[src/rtl/osd_pkg.sv]
package osd_pkg;

    localparam int ROW_W       = 4;
    localparam int COL_W       = 5;
    localparam int ADDR_W      = ROW_W + COL_W;
    localparam int BYTE_W      = 8;
    localparam int BIT_CNT_W   = $clog2(BYTE_W);
    localparam int SYNC_STAGES = 2;

    typedef enum logic [2:0] {
        ST_IDLE,
        ST_ROW,
        ST_COL_AB,
        ST_DATA_AB,
        ST_COL_C,
        ST_DATA_C
    } fmt_state_e;

    typedef enum logic [1:0] {
        ROLE_ROW,
        ROLE_COL_AB,
        ROLE_COL_C
    } byte_role_e;

    typedef struct packed {
        logic [ROW_W-1:0] row;
        logic [COL_W-1:0] col;
    } loc_t;

    function automatic byte_role_e byte_role(input logic [BYTE_W-1:0] b);
        if (b[7])      return ROLE_ROW;
        else if (b[6]) return ROLE_COL_C;
        else           return ROLE_COL_AB;
    endfunction

endpackage

[src/rtl/osd_sync.sv]
module osd_sync #(
    parameter int STAGES = 2,
    parameter int W      = 1
) (
    input  logic         clk,
    input  logic         rst,
    input  logic [W-1:0] d,
    output logic [W-1:0] q
);
    logic [STAGES-1:0][W-1:0] pipe;

    always_ff @(posedge clk) begin
        if (rst) begin
            pipe <= '1;
        end else begin
            pipe[0] <= d;
            for (int i = 1; i < STAGES; i++) pipe[i] <= pipe[i-1];
        end
    end

    assign q = pipe[STAGES-1];
endmodule

[src/rtl/osd_spi_rx.sv]
module osd_spi_rx
    import osd_pkg::*;
(
    input  logic              clk,
    input  logic              rst,
    input  logic              sel_n,
    input  logic              sck,
    input  logic              mosi,
    output logic              byte_vld,
    output logic [BYTE_W-1:0] byte_data,
    output logic              xact_end
);
    logic [2:0]           synced;
    logic                 s_sel, s_sck, s_mosi;
    logic                 sck_q, sel_q;
    logic [BIT_CNT_W-1:0] bit_cnt;
    logic [BYTE_W-2:0]    shreg;
    logic                 sck_rise, sel_rise;

    osd_sync #(.STAGES(SYNC_STAGES), .W(3)) i_sync (
        .clk (clk),
        .rst (rst),
        .d   ({sel_n, sck, mosi}),
        .q   (synced)
    );

    assign {s_sel, s_sck, s_mosi} = synced;
    assign sck_rise = s_sck & ~sck_q;
    assign sel_rise = s_sel & ~sel_q;

    always_ff @(posedge clk) begin
        if (rst) begin
            sck_q     <= 1'b1;
            sel_q     <= 1'b1;
            bit_cnt   <= '0;
            shreg     <= '0;
            byte_vld  <= 1'b0;
            byte_data <= '0;
            xact_end  <= 1'b0;
        end else begin
            sck_q    <= s_sck;
            sel_q    <= s_sel;
            byte_vld <= 1'b0;
            xact_end <= sel_rise;
            if (s_sel) begin
                bit_cnt <= '0;
            end else if (sck_rise) begin
                shreg <= {shreg[BYTE_W-3:0], s_mosi};
                if (bit_cnt == BIT_CNT_W'(BYTE_W - 1)) begin
                    byte_vld  <= 1'b1;
                    byte_data <= {shreg, s_mosi};
                    bit_cnt   <= '0;
                end else begin
                    bit_cnt <= bit_cnt + 1'b1;
                end
            end
        end
    end
endmodule

[src/rtl/osd_fmt_fsm.sv]
module osd_fmt_fsm
    import osd_pkg::*;
(
    input  logic              clk,
    input  logic              rst,
    input  logic              byte_vld,
    input  logic [BYTE_W-1:0] byte_data,
    input  logic              xact_end,
    output logic              wr_en,
    output logic [ADDR_W-1:0] wr_addr,
    output logic [BYTE_W-1:0] wr_data,
    output fmt_state_e        state
);
    loc_t       loc;
    byte_role_e role;

    assign role = byte_role(byte_data);

    always_ff @(posedge clk) begin
        if (rst) begin
            state   <= ST_IDLE;
            loc     <= '0;
            wr_en   <= 1'b0;
            wr_addr <= '0;
            wr_data <= '0;
        end else begin
            wr_en <= 1'b0;
            if (xact_end) begin
                state <= ST_IDLE;
            end else if (byte_vld) begin
                case (state)
                    ST_IDLE: begin
                        if (role == ROLE_ROW) begin
                            loc.row <= byte_data[ROW_W-1:0];
                            state   <= ST_ROW;
                        end
                    end
                    ST_ROW, ST_DATA_AB: begin
                        case (role)
                            ROLE_ROW: begin
                                loc.row <= byte_data[ROW_W-1:0];
                                state   <= ST_ROW;
                            end
                            ROLE_COL_AB: begin
                                loc.col <= byte_data[COL_W-1:0];
                                state   <= ST_COL_AB;
                            end
                            default: begin
                                loc.col <= byte_data[COL_W-1:0];
                                state   <= ST_COL_C;
                            end
                        endcase
                    end
                    ST_COL_AB: begin
                        wr_en   <= 1'b1;
                        wr_addr <= loc;
                        wr_data <= byte_data;
                        state   <= ST_DATA_AB;
                    end
                    default: begin
                        wr_en   <= 1'b1;
                        wr_addr <= loc;
                        wr_data <= byte_data;
                        loc     <= loc + 1'b1;
                        state   <= ST_DATA_C;
                    end
                endcase
            end
        end
    end
endmodule

[src/rtl/osd_cmd_parser.sv]
module osd_cmd_parser
    import osd_pkg::*;
(
    input  logic              clk,
    input  logic              rst,
    input  logic              spi_sel_n,
    input  logic              spi_sck,
    input  logic              spi_mosi,
    output logic              wr_en,
    output logic [ADDR_W-1:0] wr_addr,
    output logic [BYTE_W-1:0] wr_data
);
    logic              byte_vld;
    logic [BYTE_W-1:0] rx_byte;
    logic              xact_end;
    fmt_state_e        fsm_state;

    osd_spi_rx i_rx (
        .clk       (clk),
        .rst       (rst),
        .sel_n     (spi_sel_n),
        .sck       (spi_sck),
        .mosi      (spi_mosi),
        .byte_vld  (byte_vld),
        .byte_data (rx_byte),
        .xact_end  (xact_end)
    );

    osd_fmt_fsm i_fsm (
        .clk       (clk),
        .rst       (rst),
        .byte_vld  (byte_vld),
        .byte_data (rx_byte),
        .xact_end  (xact_end),
        .wr_en     (wr_en),
        .wr_addr   (wr_addr),
        .wr_data   (wr_data),
        .state     (fsm_state)
    );
endmodule

[config.mk]
export PLATFORM = sky130hd
export DESIGN_NAME = osd_cmd_parser
export DESIGN_NICKNAME = d
export VERILOG_FILES = /design/src/rtl/osd_pkg.sv /design/src/rtl/osd_sync.sv /design/src/rtl/osd_spi_rx.sv /design/src/rtl/osd_fmt_fsm.sv /design/src/rtl/osd_cmd_parser.sv
export SDC_FILE = /design/constraint.sdc
export NUM_CORES = 1
export LEC_CHECK = 0
export BUFFER_PORTS_ARGS = -buffer_cell sky130_fd_sc_hd__buf_2
export CORE_ASPECT_RATIO = 0.5
export CORE_MARGIN = 2
export CORE_UTILIZATION = 30
export DETAILED_ROUTE_END_ITERATION = 7
export MAX_ROUTING_LAYER = met4
export PLACE_DENSITY = 0.48
export SYNTH_ARGS = -nofsm -noshare
export SYNTH_HDL_FRONTEND = slang
export SYNTH_SLANG_ARGS = --single-unit
[constraint.sdc]
create_clock -name clk -period 1.3 [get_ports clk]
set_input_delay 0.065 -clock clk [delete_from_list [all_inputs] [get_ports clk]]
set_output_delay 0.065 -clock clk [all_outputs]
set_load 0.05 [all_outputs]
## After elaboration in Yosys (flattened, before gate mapping)

Index checks and enable logic that the tools add are counted.
W data, S select, Z words.

| cells by class | value |
|---|---|
| muxes and demuxes | 12 |
| reductions and logical operators | 15 |
| add/subtract/negate cells | 2 |
| eq/ne operators | 8 |
| bitwise operators | 11 |

Operators with widths:

| cell | count |
|---|---|
| $pmux W5 S2 | 1 |
| $add A9 B1 Y9 const B | 1 |
| $not A1 Y1 | 9 |
| $pmux W3 S3 | 1 |
| $reduce_or A3 Y1 | 3 |
| $pmux W4 S2 | 1 |
| $reduce_and A4 Y1 | 2 |
| $reduce_or A2 Y1 | 4 |
| $eq A3 B2 Y1 const B | 2 |
| $mux W3 | 2 |
| $pmux W3 S2 | 1 |
| $reduce_and A3 Y1 | 2 |
| $mux W5 | 1 |
| $mux W2 | 2 |
| $mux W4 | 1 |
| $ne A2 B1 Y1 const B | 2 |
| $reduce_and A2 Y1 | 2 |
| $add A3 B1 Y3 const B | 1 |
| $eq A3 B1 Y1 const B | 1 |
| $eq A3 B3 Y1 const B | 1 |
| $logic_not A3 Y1 | 1 |
| $and A1 B1 Y1 | 2 |
| $eq A2 B1 Y1 const B | 1 |
| $logic_not A2 Y1 | 1 |
| other kinds (2) | 3 |

| word-level totals | value |
|---|---|
| register bits | 58 |
| logic and storage cells | 63 |

## Longest topological paths before layout

Gate-level depths: netlist (run 1).

| logic depth | value |
|---|---|
| depth after elaboration | 5 |
| depth in mapped cells | 6 |

## By module

A second synthesis (run 1) with hierarchy kept.

| second synthesis, totals | value |
|---|---|
| cell total of the unflattened synthesis | 274 |
| area, all modules | 2361.0 um^2 |

By module, submodules not included:

| module | cells each | area each (um^2) | instances | seq. area each (um^2) |
|---|---|---|---|---|
| osd_fmt_fsm | 168 | 1372.6 | 1 | 600.6 |
| osd_spi_rx | 91 | 808.3 | 1 | 440.4 |
| osd_sync | 15 | 180.2 | 1 | 120.1 |

## Least setup slack after synthesis (run 1)

No wires, ideal clock.

| path | value |
|---|---|
| kind | register to register |
| from | register i_fsm.loc[0] (netlist name) |
| to | register i_fsm.loc[8] (netlist name) |
| required time | 1.212 ns |
| stages on the path, launching flop included | 6 |
| arrival | 1.259 ns |
| slack | -0.047 ns |
| cells stage by stage | dfxtp_1 ha_1 and3_2 nand4_1 o31a_1 o32ai_2 |

| on the way | value |
|---|---|
| longest elaborated chain between the ends | 2 |

RTL lines:

| item | line | RTL |
|---|---|---|
| start, declared | osd_fmt_fsm.sv:14 | `loc_t loc;` |
| start signal, assigned | osd_fmt_fsm.sv:64 | `loc <= loc + 1'b1;` |
| $add A9 B1 Y9 | osd_fmt_fsm.sv:64 |  |
| $pmux W4 S2 | osd_fmt_fsm.sv:31 | `case (state)` |

No other way between the ends.
A chain may end at the register's enable or synchronous reset.

## Worst setup path in the final report (run 1)

| path | value |
|---|---|
| from | register i_fsm.loc[1] (netlist name) |
| to | register i_fsm.loc[8] (netlist name) |

Same word-level chain as after synthesis.

==> metrics.yaml, run 1 <==
outcome:
  status: "finished with violations"
  violations: "negative setup slack"
route:
  drc: 0
  dr.first_iter.drc_count: 135
  routed_via_density: 4.59
  drtPass1Iterations: 4
  via_count: 1967
  ant_nets: 0
  wirelength_um: 5420
  wire_per_inst_um: 12.6
setup_path:
  start_kind: "register"
  crit_chain: "ha_4 -> and3_4 -> nand4_1 -> o31a_1 -> o32ai_2"
  crit_path_end_kind: "register"
  worstPathArrival_ns: 1.66
  cp_top_family: "compound AO/OA/AOI/OAI gates"
  crit_buf_inv: 0
  path_class: "register to register"
  cp_slowest_cell: "dfxtp_4"
  path_max_fanout: 4
  cp_data_required_time_ns: 1.54
  slowest_delay_ns: 0.37
pwr:
  power_frac_comb: 0.015
  pwr_density_cell_nw_per_um2: 1450
  seqPwrFrac: 0.389
  p_leak_nw: 1.19
  p_int_mw: 3.79
  power_frac_clock: 0.596
  sw_frac_of_total: 0.180
  ir_drop_uv: 597
  power_switching_mw: 0.831
place:
  dp_slack_ns: -0.159
  hpwl_um: 3830
  dp_cells: 407
  placed_area_um2: 2700
  gp_congestion: 0.848
  place.port_buffers: 22
global_routing:
  grt_pass1_wl_um: 9010
  antenna_found_initial: 0
  gr-total-overflow: 0
  grt_pass1_vias: 1885
  track_usage: 0.144
  grt_max_degree: 26
layout:
  n_antenna_cell: 0
  syn_to_final_growth_pct: 35.3
  final_cell_mix: "nand2_1 (57), dfxtp_1 (52), a21oi_1 (32)"
  layout-drive-gt1-share: 0.330
  finalNetCount: 324
  layout.cells.non_filler: 429
  fin_util: 0.426
  design_area_um2: 3190
  final_common_cell: "nand2_1"
  fill_cells: 765
synthesis:
  yosys.area_share.simple: 0.242
  ys_warn_count: 0
  synth-compound-area-share: 0.198
  netlist_area_um2: 2360
  synth-adder-area-share: 0.0159
  synth.avg_cell_area_um2: 8.74
  synthMuxAreaShare: 0.0170
  ys_seq_area_frac: 0.492
  ys_ff_latch: 58
  synth_edf_count: 0
  yosysUniqueCellTypes: 39
  synth_xor_area_frac: 0
  synth_top_family_by_area: "simple AND/OR/NAND/NOR gates"
  async_reset_ff_frac: 0
  syn_inst: 270
  synthFlopType: "dfxtp_1"
  synth_fp_nets: 278
die:
  start_util: 0.315
  rows: 22
  ioPinCount: 23
  fp.dieH_um: 66.7
  die-area_um2: 8630
  die_x_um: 129
  core_um2: 7490
run:
  max-cap-violations: 0
sta:
  rsz0062_at_grt: "yes"
  postLayoutSetupSlackWorst_ns: -0.115
  timing.final.crit_share: 1.09
  fmax_ghz: 0.707
  hold_violations: 0
  tightest_slew_ns: 0.476
  period_minus_slack_ns: 1.42
  fin_skew_ns: 0.00410
  setup_viol: 4
  maxSlewViolCount: 0
  slew_headroom: 0.683
clock_network:
  root_buffer: "clkbuf_16"
  numCtsBuffers: 9
  clkTransAtPathRegs_ns: 0.05
  htreeDepth: 3
  cts_max_path_buffers: 2
  cts_tree: "built"
  clk_latency_ns: 0.33
  numClockSinks: 58
min_path:
  hold_path_class: "input port to register"
state kept, by name, indices dropped and copies added, names as in the netlist:
name,flops
i_fsm.wr_en,1
i_rx.bit_cnt,3
i_fsm.state,3
i_rx.i_sync.pipe,3
i_rx.i_sync.q,3
i_rx.byte_data,8
i_rx.sck_q,1
i_rx.sel_q,1
i_rx.shreg,7
i_fsm.loc,9
i_rx.byte_vld,1
i_fsm.wr_addr,9
i_fsm.wr_data,8
i_rx.xact_end,1
worst reg2reg max path, stage by stage, from the launching register on:
cell and delay, ns:
dfxtp_4 0.37, ha_4 0.14, and3_4 0.20, nand4_1 0.15
o31a_1 0.28, o32ai_2 0.19
cell usage after synthesis, types with 2 or more instances:
cell      number  area share
o21ai_0       14       0.030
mux2i_1        4       0.017
nor2b_1        3      0.0080
nor2_1        14       0.022
o31a_1         3       0.011
a21oi_2        7       0.026
nand2b_1       7       0.019
buf_2          3      0.0064
clkbuf_1       6      0.0095
nor3_1         3      0.0064
a211oi_1       5       0.016
nand4_1        2      0.0053
nand3_1        6       0.013
and3_1         2      0.0053
buf_4          4       0.013
a21oi_1       32       0.068
ha_1           3       0.016
nor3b_1        4       0.013
and2_1         5       0.013
nand2_1       58       0.092
dfxtp_1       58        0.49
or2_2          8       0.021
o32ai_1        3       0.011
power by group through the flow:
stage	registers [mW]	logic [mW]	clock network, mW
2_1_floorplan	1.83	0.0434	0
3_3_place_gp	1.83	0.0635	0
3_5_place_dp	1.83	0.0651	0
4_1_cts	1.79	0.0722	2.81
5_1_grt	1.79	0.0791	2.90
6_report	1.80	0.0714	2.75
logic make-up after synthesis:
group / after synthesis
mux: 4
compound gates: 73
simple gates: 117
buf+inv: 15
flops: 58
fa+ha+maj: 3
area by class of cell:
cell class | count | area, um2 | area share
Inverter | 1 | 3.75 | 0.00118
Sequential cell | 58 | 1170 | 0.367
Clock buffer | 11 | 253 | 0.0792
Tap cell | 108 | 135 | 0.0423
Clock inverter | 5 | 100 | 0.0313
Multi-Input combinational cell | 197 | 1200 | 0.375
Timing Repair Buffer | 49 | 333 | 0.104
metrics by stage:
stage / power [mW] / TNS (ns) / hold WS (ns)
2_1_floorplan: 1.87 / 0 / 0.169
3_3_place_gp: 1.90 / -1.35 / 0.248
3_5_place_dp: 1.90 / -2.43 / 0.249
4_1_cts: 4.68 / -0.336 / 0.182
5_1_grt: 4.77 / -0.484 / 0.203
6_report: 4.62 / -0.274 / 0.188
metal layers:
layer	routed length, um	track usage	part of all wire	up-vias
met5	0	-	0	-
li1	-	-	-	1023
met4	68	0.0484	0.013	0
met2	2430	0.216	0.45	31
met3	273	0.0739	0.050	6
met1	2650	0.169	0.49	907
worst paths after layout:
path | startpoint | to | slack [ns] | cells after the start
max | i_fsm.loc[1]$_SDFFE_PP0P_ | i_fsm.loc[8]$_SDFFE_PP0P_ | -0.12 | 5
min | rst | i_rx.byte_data[6]$_SDFFE_PP0P_ | 0.19 | 2
max reg2reg | i_fsm.loc[1]$_SDFFE_PP0P_ | i_fsm.loc[8]$_SDFFE_PP0P_ | -0.12 | 5
min reg2reg | i_rx.sel_q$_SDFF_PP1_ | i_rx.xact_end$_SDFF_PP0_ | 0.39 | 1
what timing repair did:
item / CTS / global route
setup buffers: 0 / 3
endpoints found under the hold margin: 3 / 0
hold buffers: 3 / 0
cloned: 0 / 0
endpoints found under the setup margin: 34 / 34
gates resized for setup: 10 / 15
pin swaps: 0 / 1
No activity file was read; power rests on OpenSTA's default activity.
==> run 2: changes to the inputs <==
--- a/config.mk
+++ b/config.mk
@@ -7,11 +7,11 @@
 export LEC_CHECK = 0
 export BUFFER_PORTS_ARGS = -buffer_cell sky130_fd_sc_hd__buf_2
 export CORE_ASPECT_RATIO = 0.5
-export CORE_MARGIN = 2
 export CORE_UTILIZATION = 30
 export DETAILED_ROUTE_END_ITERATION = 7
 export MAX_ROUTING_LAYER = met4
 export PLACE_DENSITY = 0.48
+export REMOVE_ABC_BUFFERS = 1
 export SYNTH_ARGS = -nofsm -noshare
 export SYNTH_HDL_FRONTEND = slang
 export SYNTH_SLANG_ARGS = --single-unit
==> metrics.yaml, run 2 (synthesis gave the netlist of run 1 again) <==
setup_path:
  critPathLaunch: "i_fsm.loc[0]$_SDFFE_PP0P_"  # was i_fsm.loc[1]$_SDFFE_PP0P_
  start_kind: "register"  # unchanged
  r2r-end: "i_fsm.loc[6]$_SDFFE_PP0P_"  # was i_fsm.loc[8]$_SDFFE_PP0P_
  cp_slowest_cell: "dfxtp_4"  # unchanged
  path_class: "register to register"  # unchanged
  reg2reg_depth: 5  # unchanged
  rr_startpoint: "i_fsm.loc[0]$_SDFFE_PP0P_"  # was i_fsm.loc[1]$_SDFFE_PP0P_
  crit_path_end_kind: "register"  # unchanged
  worstPathArrival_ns: 1.65  # was 1.66 ns
  slowest_delay_ns: 0.36  # was 0.37 ns
  crit_chain: "ha_4 -> and3_4 -> nand3_2 -> o31a_1 -> o32ai_1"  # was ha_4 -> and3_4 -> nand4_1 -> o31a_1 -> o32ai_2
  rrSetupSlack_ns: -0.12  # about the same
  endpoint: "i_fsm.loc[6]$_SDFFE_PP0P_"  # was i_fsm.loc[8]$_SDFFE_PP0P_
  cp_data_required_time_ns: 1.53  # was 1.54 ns
  path_max_fanout: 3  # was 4
outcome:
  violations: "negative setup slack"  # unchanged
  status: "finished with violations"  # unchanged
die:
  fp.dieH_um: 64.7  # was 66.7 um
  rows: 22  # unchanged
  die-area_um2: 8250  # was 8630 um2
  die_x_um: 127  # was 129 um
  core_um2: 7460  # was 7490 um2
  start_util: 0.316  # was 0.315
  ioPinCount: 23  # unchanged
route:
  wirelength_um: 5320  # was 5420 um
  ant_nets: 0  # unchanged
  drc: 0  # unchanged
  drtPass1Iterations: 4  # unchanged
  wire_per_inst_um: 12.3  # was 12.6 um
  routed_via_density: 4.64  # was 4.59
  via_count: 2004  # was 1967
  dr.first_iter.drc_count: 65  # was 135
sta:
  postLayoutSetupSlackWorst_ns: -0.115  # about the same
  fmax_ghz: 0.706  # was 0.707 GHz
  hold_violations: 0  # unchanged
  period_minus_slack_ns: 1.42  # about the same
  slew_headroom: 0.621  # was 0.683
  tightest_slew_ns: 0.569  # was 0.476 ns
  maxSlewViolCount: 0  # unchanged
  setup_viol: 4  # unchanged
  rsz0062_at_grt: "yes"  # unchanged
  fin_skew_ns: 0.00595  # was 0.00410 ns
  timing.final.crit_share: 1.09  # about the same
place:
  placed_area_um2: 2760  # was 2700 um2
  dp_cells: 412  # was 407
  hpwl_um: 3590  # was 3830 um
  dp_slack_ns: -0.140  # was -0.159 ns
  gp_congestion: 0.845  # was 0.848
  place.port_buffers: 22  # unchanged
global_routing:
  antenna_found_initial: 0  # unchanged
  grt_pass1_wl_um: 8930  # was 9010 um
  grt_pass1_vias: 1890  # was 1885
  gr-total-overflow: 0  # unchanged
  grt_max_degree: 33  # was 26
  track_usage: 0.145  # was 0.144
pwr:
  total_power_mw: 4.01  # was 4.62 mW
  p_leak_nw: 1.16  # was 1.19 nW
  pwr_density_cell_nw_per_um2: 1260  # was 1450 nW/um2
  ir_drop_uv: 642  # was 597 uV
layout:
  multi_input_area_um2: 1180  # was 1200 um2
  final_cell_mix: "nand2_1 (57), dfxtp_1 (53), a21oi_1 (32)"  # was nand2_1 (57), dfxtp_1 (52), a21oi_1 (32)
  finalNetCount: 328  # was 324
  n_antenna_cell: 0  # unchanged
  final_common_cell: "nand2_1"  # unchanged
  layout.cells.non_filler: 432  # was 429
  ff_latch_area_um2: 1170  # about the same
  design_area_um2: 3180  # was 3190 um2
  syn_to_final_growth_pct: 34.8  # was 35.3%
  fill_cells: 782  # was 765
  layout-drive-gt1-share: 0.315  # was 0.330
  top_regs: "i_fsm.loc: 9 flops, i_fsm.wr_addr: 9 flops"  # unchanged
min_path:
  hold_path_class: "input port to register"  # unchanged
clock_network:
  root_buffer: "clkbuf_16"  # unchanged
  clkTransAtPathRegs_ns: 0.05  # about the same
  cts_tree: "built"  # unchanged
  cts_max_path_buffers: 2  # unchanged
  htreeDepth: 3  # unchanged
  numCtsBuffers: 9  # unchanged
  clk_latency_ns: 0.32  # was 0.33 ns
  numClockSinks: 58  # unchanged
run:
  max-cap-violations: 0  # unchanged
[run 2: cell types whose count changed in the layout (fill, tap and decap cells not counted), moves of 2 or more]
cell / before / now
a211oi_1: 3 / 5
a211oi_2: 2 / 0
buf_12: 1 / 3
buf_4: 23 / 21
buf_6: 0 / 3
bufinv_16: 3 / 0
clkbuf_1: 0 / 2
dfxtp_2: 5 / 3
[run 2: what timing repair did]
| item | 4_1_cts | 5_1_grt |
|---|---|---|
| endpoints found under the setup margin | 21 | 26 |
| gates cloned | 0 | 1 |
| buffers inserted | 0 | 1 |
| hold buffers | 3 | 0 |
| pin swaps | 0 | 3 |
| gates resized for setup | 9 | 18 |
| endpoints found under the hold margin | 3 | 0 |
[run 2: report_power, final]
part | total (mW) | switching [mW] | leakage [nW] | internal, mW
combinational | 0.0733 | 0.0414 | 0.561 | 0.0319
sequential | 1.79 | 0.00496 | 0.472 | 1.79
clock | 2.15 | 0.769 | 0.132 | 1.38
[run 2: layer usage]
metal  GRT usage  wire length [um]  vias to the layer above
met5           -                 0                        -
met4      0.0640                80                        0
met3      0.0504               288                       10
met2       0.214              2220                       41
met1       0.180              2720                      925
li1            -                 -                     1028
[run 2: area by class of cell]
| class | count | share of cell area |
|---|---|---|
| Clock buffer | 13 | 0.0818 |
| Clock inverter | 2 | 0.00393 |
| Inverter | 1 | 0.00118 |
| Multi-Input combinational cell | 197 | 0.371 |
| Sequential cell | 58 | 0.369 |
| Tap cell | 108 | 0.0425 |
| Timing Repair Buffer | 53 | 0.131 |
[run 2: how the worst min path moves through the flow]
stage / from / endpoint / slack (ns) / cells after the start
2_1_floorplan: rst / i_rx.byte_data[0]$_SDFFE_PP0P_ / 0.13 / 1
3_3_place_gp: spi_sck / i_rx.i_sync.pipe[1]$_SDFF_PP1_ / 0.25 / 2
3_5_place_dp: spi_sck / i_rx.i_sync.pipe[1]$_SDFF_PP1_ / 0.25 / 2
4_1_cts: rst / i_fsm.wr_en$_SDFF_PP0_ / 0.23 / 2
5_1_grt: rst / i_fsm.wr_en$_SDFF_PP0_ / 0.26 / 2
6_report: rst / i_fsm.wr_en$_SDFF_PP0_ / 0.23 / 2
[run 2: stage by stage]
step	TNS [ns]	utilization	hold slack (ns)
after detailed placement	-0.466	0.370	0.252
final	-0.314	0.426	0.231
after global routing	-0.802	0.426	0.263
after CTS	-0.222	0.414	0.229
after floorplan	-0.0732	-	0.127
after global placement	-0.253	0.370	0.251
[run 2: worst max-delay path: cells and delay by family (launching register included)]
family,cells,cell delay (ns)
AOI/OAI and AO/OA,2,0.56
adders and majority gates,1,0.14
DFF,1,0.36
and+or+nand+nor,2,0.27
